--- config.mk ---
export PLATFORM = sky130hd
export DESIGN_NAME = uart_rx_fe
export DESIGN_NICKNAME = d
export VERILOG_FILES = /design/src/rtl/uart_rx_fe.sv
export SDC_FILE = /design/constraint.sdc
export NUM_CORES = 1
export LEC_CHECK = 0
export BUFFER_PORTS_ARGS = -buffer_cell sky130_fd_sc_hd__buf_2
export CAP_MARGIN = 20
export CORE_MARGIN = 3
export CORE_UTILIZATION = 32
export DETAILED_ROUTE_END_ITERATION = 10
export GPL_TIMING_DRIVEN = 0
export PLACE_DENSITY_LB_ADDON = 0.2
export RECOVER_POWER = 50
export SYNTH_ARGS = -nofsm -noshare
export SYNTH_HDL_FRONTEND = slang
export SYNTH_SLANG_ARGS = --single-unit
--- constraint.sdc ---
create_clock -name clk -period 2.1 [get_ports clk]
set_input_delay 0.21 -clock clk [delete_from_list [all_inputs] [get_ports clk]]
set_output_delay 0.21 -clock clk [all_outputs]
set_load 0.005 [all_outputs]
--- src/rtl/uart_rx_fe.sv ---
module uart_rx_fe #(
  parameter int OSR = 16,
  parameter int SYNC_STAGES = 2
) (
  input  logic       clk,
  input  logic       rst_n,
  input  logic       baud_tick,
  input  logic       rxd,
  input  logic       fe_en,
  input  logic       reg_wr,
  input  logic       reg_addr,
  input  logic [7:0] reg_wdata,
  output logic [7:0] reg_rdata,
  output logic       rx_irq
);
  localparam int CW  = $clog2(OSR);
  localparam int MID = OSR / 2;

  typedef enum logic [1:0] {S_IDLE, S_START, S_DATA, S_STOP} st_t;

  logic [SYNC_STAGES-1:0] sync_q;
  logic                   rx_prev;
  st_t                    st_q;
  logic [CW-1:0]          tick_q;
  logic [3:0]             bit_q;
  logic [1:0]             smp_q;
  logic [8:0]             sh_q;
  logic [7:0]             buf_q;
  logic sm0_q, sm1_q, ren_q, rb8_q, ri_q, fe_q;

  wire       rx_s     = sync_q[SYNC_STAGES-1];
  wire       nine     = sm0_q;
  wire       mode_ok  = sm0_q | sm1_q;
  wire       ctl_wr   = reg_wr & ~reg_addr;
  wire       at_vote  = baud_tick && (tick_q == CW'(MID + 1));
  wire       bit_end  = baud_tick && (tick_q == CW'(OSR - 1));
  wire       maj      = (smp_q[1] & smp_q[0]) | (smp_q[1] & rx_s) | (smp_q[0] & rx_s);
  wire [3:0] last_bit = nine ? 4'd8 : 4'd7;
  wire       data_done = (st_q == S_DATA) && at_vote && (bit_q == last_bit);
  wire       stop_seen = (st_q == S_STOP) && at_vote;
  wire       deliver  = ren_q & ~ri_q & (fe_en ? stop_seen : data_done);
  wire       fe_set   = ren_q & fe_en & stop_seen & ~maj;
  wire [8:0] frame    = fe_en ? sh_q : (sh_q | (9'(maj) << bit_q));

  logic unused_wbits;
  assign unused_wbits = ^{reg_wdata[5], reg_wdata[3:1]};

  always_ff @(posedge clk) begin
    if (!rst_n) begin
      sync_q  <= '1;
      rx_prev <= 1'b1;
      st_q    <= S_IDLE;
      tick_q  <= '0;
      bit_q   <= '0;
      smp_q   <= '1;
      sh_q    <= '0;
    end else begin
      sync_q  <= {sync_q[SYNC_STAGES-2:0], rxd};
      rx_prev <= rx_s;
      if (baud_tick) smp_q <= {smp_q[0], rx_s};
      if (st_q != S_IDLE && baud_tick) tick_q <= bit_end ? '0 : tick_q + CW'(1);
      case (st_q)
        S_IDLE:
          if (mode_ok && rx_prev && !rx_s) begin
            st_q   <= S_START;
            tick_q <= '0;
            sh_q   <= '0;
          end
        S_START:
          if (at_vote && maj) st_q <= S_IDLE;
          else if (bit_end) begin
            st_q  <= S_DATA;
            bit_q <= '0;
          end
        S_DATA: begin
          if (at_vote) sh_q[bit_q] <= maj;
          if (bit_end) begin
            if (bit_q == last_bit) st_q <= S_STOP;
            else bit_q <= bit_q + 4'd1;
          end
        end
        S_STOP:
          if (at_vote) st_q <= S_IDLE;
        default: st_q <= S_IDLE;
      endcase
      if (!ren_q || !mode_ok) st_q <= S_IDLE;
    end
  end

  always_ff @(posedge clk) begin
    if (!rst_n) begin
      sm0_q <= 1'b0;
      sm1_q <= 1'b0;
      ren_q <= 1'b0;
      rb8_q <= 1'b0;
      ri_q  <= 1'b0;
      fe_q  <= 1'b0;
      buf_q <= '0;
    end else begin
      if (ctl_wr) begin
        if (fe_en) fe_q <= reg_wdata[7];
        else       sm0_q <= reg_wdata[7];
        sm1_q <= reg_wdata[6];
        ren_q <= reg_wdata[4];
        if (!reg_wdata[0]) ri_q <= 1'b0;
      end
      if (deliver) begin
        ri_q  <= 1'b1;
        buf_q <= frame[7:0];
        if (nine) rb8_q <= frame[8];
      end
      if (fe_set) fe_q <= 1'b1;
    end
  end

  assign reg_rdata = reg_addr ? buf_q
                   : {(fe_en ? fe_q : sm0_q), sm1_q, 1'b0, ren_q, 1'b0, rb8_q, 1'b0, ri_q};
  assign rx_irq = ri_q;
endmodule

# After elaboration in Yosys (flattened, before gate mapping)
# Index checks and enable logic that the tools add are counted.
dict set report totals {
  reg_bits 38
  input_bits 15
  output_inout_bits 9
}
dict set report classes {
  add_sub_neg 2
  order_cmp 2
  eq_ne 16
  shift 1
  n_mux 33
  bitwise_logic 18
  reduce_logical 29
}
# operator count
set op_table {}
lappend op_table {{2-to-1 mux 4 bit} 9}
lappend op_table {{2-to-1 mux 9 bit} 3}
lappend op_table {{one-hot mux 9 bit (2 select lines)} 1}
lappend op_table {{!= test 2 bit, second input constant} 7}
lappend op_table {{2-to-1 mux 2 bit} 6}
lappend op_table {{nonzero test 2 bit} 6}
lappend op_table {{logical AND 1 bit} 10}
lappend op_table {{AND reduction 5 bit} 2}
lappend op_table {{bitwise AND 1 bit} 9}
lappend op_table {{bitwise mux 9 bit} 1}
lappend op_table {{2-to-1 mux 1 bit} 9}
lappend op_table {{bitwise OR 9 bit} 1}
lappend op_table {{left shift 1 x 4 -> 9 bit} 1}
lappend op_table {{adder 4 x 1 -> 4 bit, second input constant} 2}
lappend op_table {{== test 4 bit, second input constant} 2}
lappend op_table {{2-to-1 mux 8 bit} 1}
lappend op_table {{one-hot mux 2 bit (4 select lines)} 1}
lappend op_table {{one-hot mux 4 bit (2 select lines)} 1}
lappend op_table {{AND reduction 2 bit} 4}
lappend op_table {{less-than comparator 4 x 5 -> 1 bit, second input constant} 1}
lappend op_table {{NOT 1 bit} 5}
lappend op_table {{demux 1 bit (select 4 bit)} 1}
lappend op_table {{== test 2 bit, second input constant} 2}
lappend op_table {{== test 4 bit} 1}
lappend op_table {{other kinds (10)} 15}

# Depth between registers and ports, before layout
dict set report logic_depth {
  word_depth 8
  mapped_depth 8
}

# Least setup slack after synthesis
# No wires, ideal clock.
dict set report synth_timing {
  kind {register to register}
  from {register tick_q[0]}
  to {register rb8_q}
  setup_ns 0.088
  arrival_ns 1.467
  slack_ns 0.545
  path_stages_with_launch 8
  synth_period_minus_slack_ns 1.555
  cell_sequence {dfxtp_1 > ha_1 > and4b_1 > nand3_1 > nor2_1 > buf_2 > a31oi_1 > a311oi_2}
}
dict set report synth_between {
  elab_chain_len 7
  word_cells_on_any_way 8
  classes_between {1 x eq/ne; 1 x mux; 1 x bitwise; 5 x reduce/logical}
}
# element line
set synth_rtl {}
lappend synth_rtl {{from (decl)} 24} ;# logic [CW-1:0] tick_q;
lappend synth_rtl {{from (signal assigned)} 61} ;# if (st_q != S_IDLE && baud_tick) tick_q <= bit_end ? '0 : tick_q + CW'(1);
lappend synth_rtl {{== test 4 bit (*)} 35} ;# wire at_vote = baud_tick && (tick_q == CW'(MID + 1));
lappend synth_rtl {{logical AND 1 bit (*)} 35}
lappend synth_rtl {{logical AND 1 bit (2 in series)} 39} ;# wire data_done = (st_q == S_DATA) && at_vote && (bit_q == last_bit);
lappend synth_rtl {{2-to-1 mux 1 bit (*)} 41} ;# wire deliver = ren_q & ~ri_q & (fe_en ? stop_seen : data_done);
lappend synth_rtl {{bitwise AND 1 bit (*)} 41}
lappend synth_rtl {{AND reduction 2 bit (no line) (*)} n/a}
lappend synth_rtl {{to (signal assigned)} 110} ;# if (nine) rb8_q <= frame[8];
lappend synth_rtl {{to (decl)} 29} ;# logic sm0_q, sm1_q, ren_q, rb8_q, ri_q, fe_q;
# Every way passes the cells marked *; elsewhere a longest branch is shown, timed or not.
# A chain may end at the register's enable or synchronous reset.

# Worst setup path after layout
dict set report layout_timing {
  from {register sm0_q (netlist: nine)}
  to {register sh_q[8]}
}
dict set report layout_between {
  elab_chain_len 5
}
# element line
set layout_rtl {}
lappend layout_rtl {{from (decl)} 29}
lappend layout_rtl {{from (signal assigned)} 102} ;# else sm0_q <= reg_wdata[7];
lappend layout_rtl {{bitwise OR 1 bit} 33} ;# wire mode_ok = sm0_q | sm1_q;
lappend layout_rtl {{logical AND 1 bit (2 in series)} 64} ;# if (mode_ok && rx_prev && !rx_s) begin
lappend layout_rtl {{!= test 2 bit (no line)} n/a}
lappend layout_rtl {{AND reduction 3 bit (no line)} n/a}
lappend layout_rtl {{to (signal, indexed assignment)} 76} ;# if (at_vote) sh_q[bit_q] <= maj;
lappend layout_rtl {{to (decl)} 27} ;# logic [8:0] sh_q;
# Every way passes these cells.

==> results.toml <==
[worst_setup_path]
path_max_fanout = 10
critPathKind = "reg2reg"
rrSetupSlack_ps = 190
start_kind = "flop"
crit_path_end_kind = "flop"
critPathCapture = "sh_q[8]"
r2r-start = "nine"
worst_r2r_endpoint = "sh_q[8]"
cp.arrival_ps = 2120
reg2reg_depth = 6
cp-startpoint = "nine"
required_ps = 2300

[logic_synthesis]
synth_warnings = 0
synth_area_leaders = "dfxtp_1, nand2_1, a21oi_1, ha_1, o21ai_0"
synth_nets = 265
synth_top_cell_area_share = 0.385
synth_xor_area_frac = 0.0177
synth_top_area_cell = "dfxtp_1"
ys.flop_type = "dfxtp_1"
syn_area_per_cell_um2 = 8.09
synth-edff-count = 0
ys_seq_area_frac = 0.385
postSynthCellCount = 244
synthSimpleGateAreaFrac = 0.238
synth_top_family_by_area = "simple AND/OR/NAND/NOR gates"
ys_async_sr_fraction = 0
muxShareOfSynthArea = 0.0596
yosysUniqueCellTypes = 43
synth_adder_area_share = 0.0431
synth_compound_area_frac = 0.205
ys_seq_elements = 38
synth_area_um2 = 1970

[global_routing]
antenna_found_initial = 0
grt_pass1_vias = 1702
grt_pass1_wl_mm = 8.00
grt-ovfl-total = 0
grt_max_degree = 12
grt_usage = 0.139

[power_and_ir_drop]
p_total_w = 0.00131
power.leakage_nw = 0.817
vdd_ir_drop_max_v = 0.000278
p_per_area_nw_per_um2 = 585

[clock_tree]
cts.htree.levels = 2
cts_root_buf = "clkbuf_8"
cts_tree = "yes"
insertion_delay_ps = 290
cts_buffers = 5
cts_sinks = 38
clk_pin_slew_ps = 80
cts.path.max_buffers = 2
cts_setup_buffers = 0

[timing]
tightestPinTransition_ps = 739
fin_tns_setup_ps = 0
slew_headroom = 0.501
layout_min_cycle_time_ps = 1910
drv_slew = 0
setup_ws_ps = 188
setup_viol = 0
fmax_mhz = 523
hold_viol_final = 0
period_share = 0.910
rsz0062_at_grt = "false"
clock_skew_ps = 7.91

[cells_and_area]
stdcell_count = 342
nFillCells = 631
fin_area_um2 = 2240
antenna_cells = 0
area_growth_pct = 13.7
post_route_cells_drive_above_1_share = 0.156
nNetsFinal = 290

[run]
drv_cap = 0

[hold_path]
hold_class = "in2reg"

[placement]
place_congestion = 0.791
dp.cells = 334
dp_worst_setup_slack_ps = 201
hpwl_mm = 3.30
portBuffers = 18
place_area_um2 = 2150

[floorplanning]
ios = 24
die_w_um = 84.6
die_h_um = 84.6
die_area_um2 = 7150
initial_core_util = 0.344
rows = 27
core_area_um2 = 5740

[drt]
drt_iter0_markers = 61
drt-total-wl_mm = 4.63
ant_nets = 0
route.detailed.drc = 0
drtPass1Iterations = 4
num_vias = 1733
vias_per_cell = 5.07
wire_per_inst_um = 13.5

[run_status]
outcome = "completed"
cells in the mapped netlist, drive strengths merged (2+ instances only):
library cell	count
a211oi	9
a21oi	29
a31oi	7
and2	4
and4b	2
buf	10
clkbuf	7
dfxtp	38
ha	6
inv	5
mux2	4
mux2i	6
nand2	46
nand2b	6
nand3	4
nand4	3
nor2	14
nor2b	4
nor3	2
o21ai	16
or2	2
or3	3
xor2	3
registers in the layout (all words and copies together), names as in the netlist, 2 cells and up, named ones only:
register and count:
sh_q 9, buf_q 8, bit_q 4, tick_q 4
sync_q 2, smp_q 2
through the flow:
stage	hold slack, ps	util
2_1_floorplan	311	-
6_report	95.0	0.391
3_3_place_gp	390	0.375
4_1_cts	80.5	0.391
3_5_place_dp	392	0.375
5_1_grt	104	0.391
power by group:
group	total, W	switching (W)	internal, W
Combinational	0.0000606	0.0000382	0.0000223
Sequential	0.000730	0.00000389	0.000726
Clock	0.000523	0.000258	0.000265
worst max-delay path, stage by stage, from the launching register on:
cell and delay (ps):
dfxtp_1 310, clkbuf_1 380, nor2_1 110, or3_1 390, a21o_1 170, buf_2 180, o32ai_1 290
repair_timing:
action                                  4_1_cts  5_1_grt
endpoints found under the setup margin        0        2
resized for setup                             0        1
hold buffers                                  0        0
area by class of cell:
type	instances	area, um^2	area share
multi-input combinational	184	1120	0.498
sequential	38	761	0.339
tap	72	90.1	0.0401
timing repair buffer	18	87.6	0.0390
clock buffer	7	86.3	0.0385
buffer	17	78.8	0.0351
inverter	5	18.8	0.00836
clock inverter	1	5.00	0.00223
cells by family (layout without fill, tap and decap cells):
group / after synthesis / in the layout
xor+xnor: 4 / 4
flops: 38 / 38
mux: 10 / 10
fa+ha+maj: 7 / 7
simple gates: 95 / 95
buf+inv: 22 / 48
compound gates: 68 / 68
worst min path at each step:
stage	cells past startpoint	from	slack, ps	to
global placement	1	sync_q[0]	390	sync_q[1]
floorplan	1	rxd	310	sync_q[0]
CTS	2	rxd	80	sync_q[0]
detailed placement	1	sync_q[0]	390	sync_q[1]
finish	2	rxd	100	sync_q[0]
global route	2	rxd	100	sync_q[0]
metal layers:
metal  routed length, um  GRT usage  share of wire  up-vias
met4                  93     0.0662          0.020        0
met1                2370      0.197           0.51      786
met3                 220     0.0334          0.048        6
li1                    -          -              -      899
met5                   0          0              0        -
met2                1940      0.198           0.42       42
cells in the final DEF, fill, tap and decap left out, drive strengths merged, types with 2 or more instances in the layout:
master / instances
dfxtp: 38
clkbuf: 18
inv: 5
nand2b: 6
nand4: 3
and2: 4
ha: 6
buf: 24
mux2i: 6
and4b: 2
nor2b: 4
nor3: 2
nor2: 14
xor2: 3
nand3: 4
mux2: 4
a21oi: 29
nand2: 46
a31oi: 7
a211oi: 9
or2: 2
o21ai: 16
or3: 3
(Power assumes the default switching activity.)
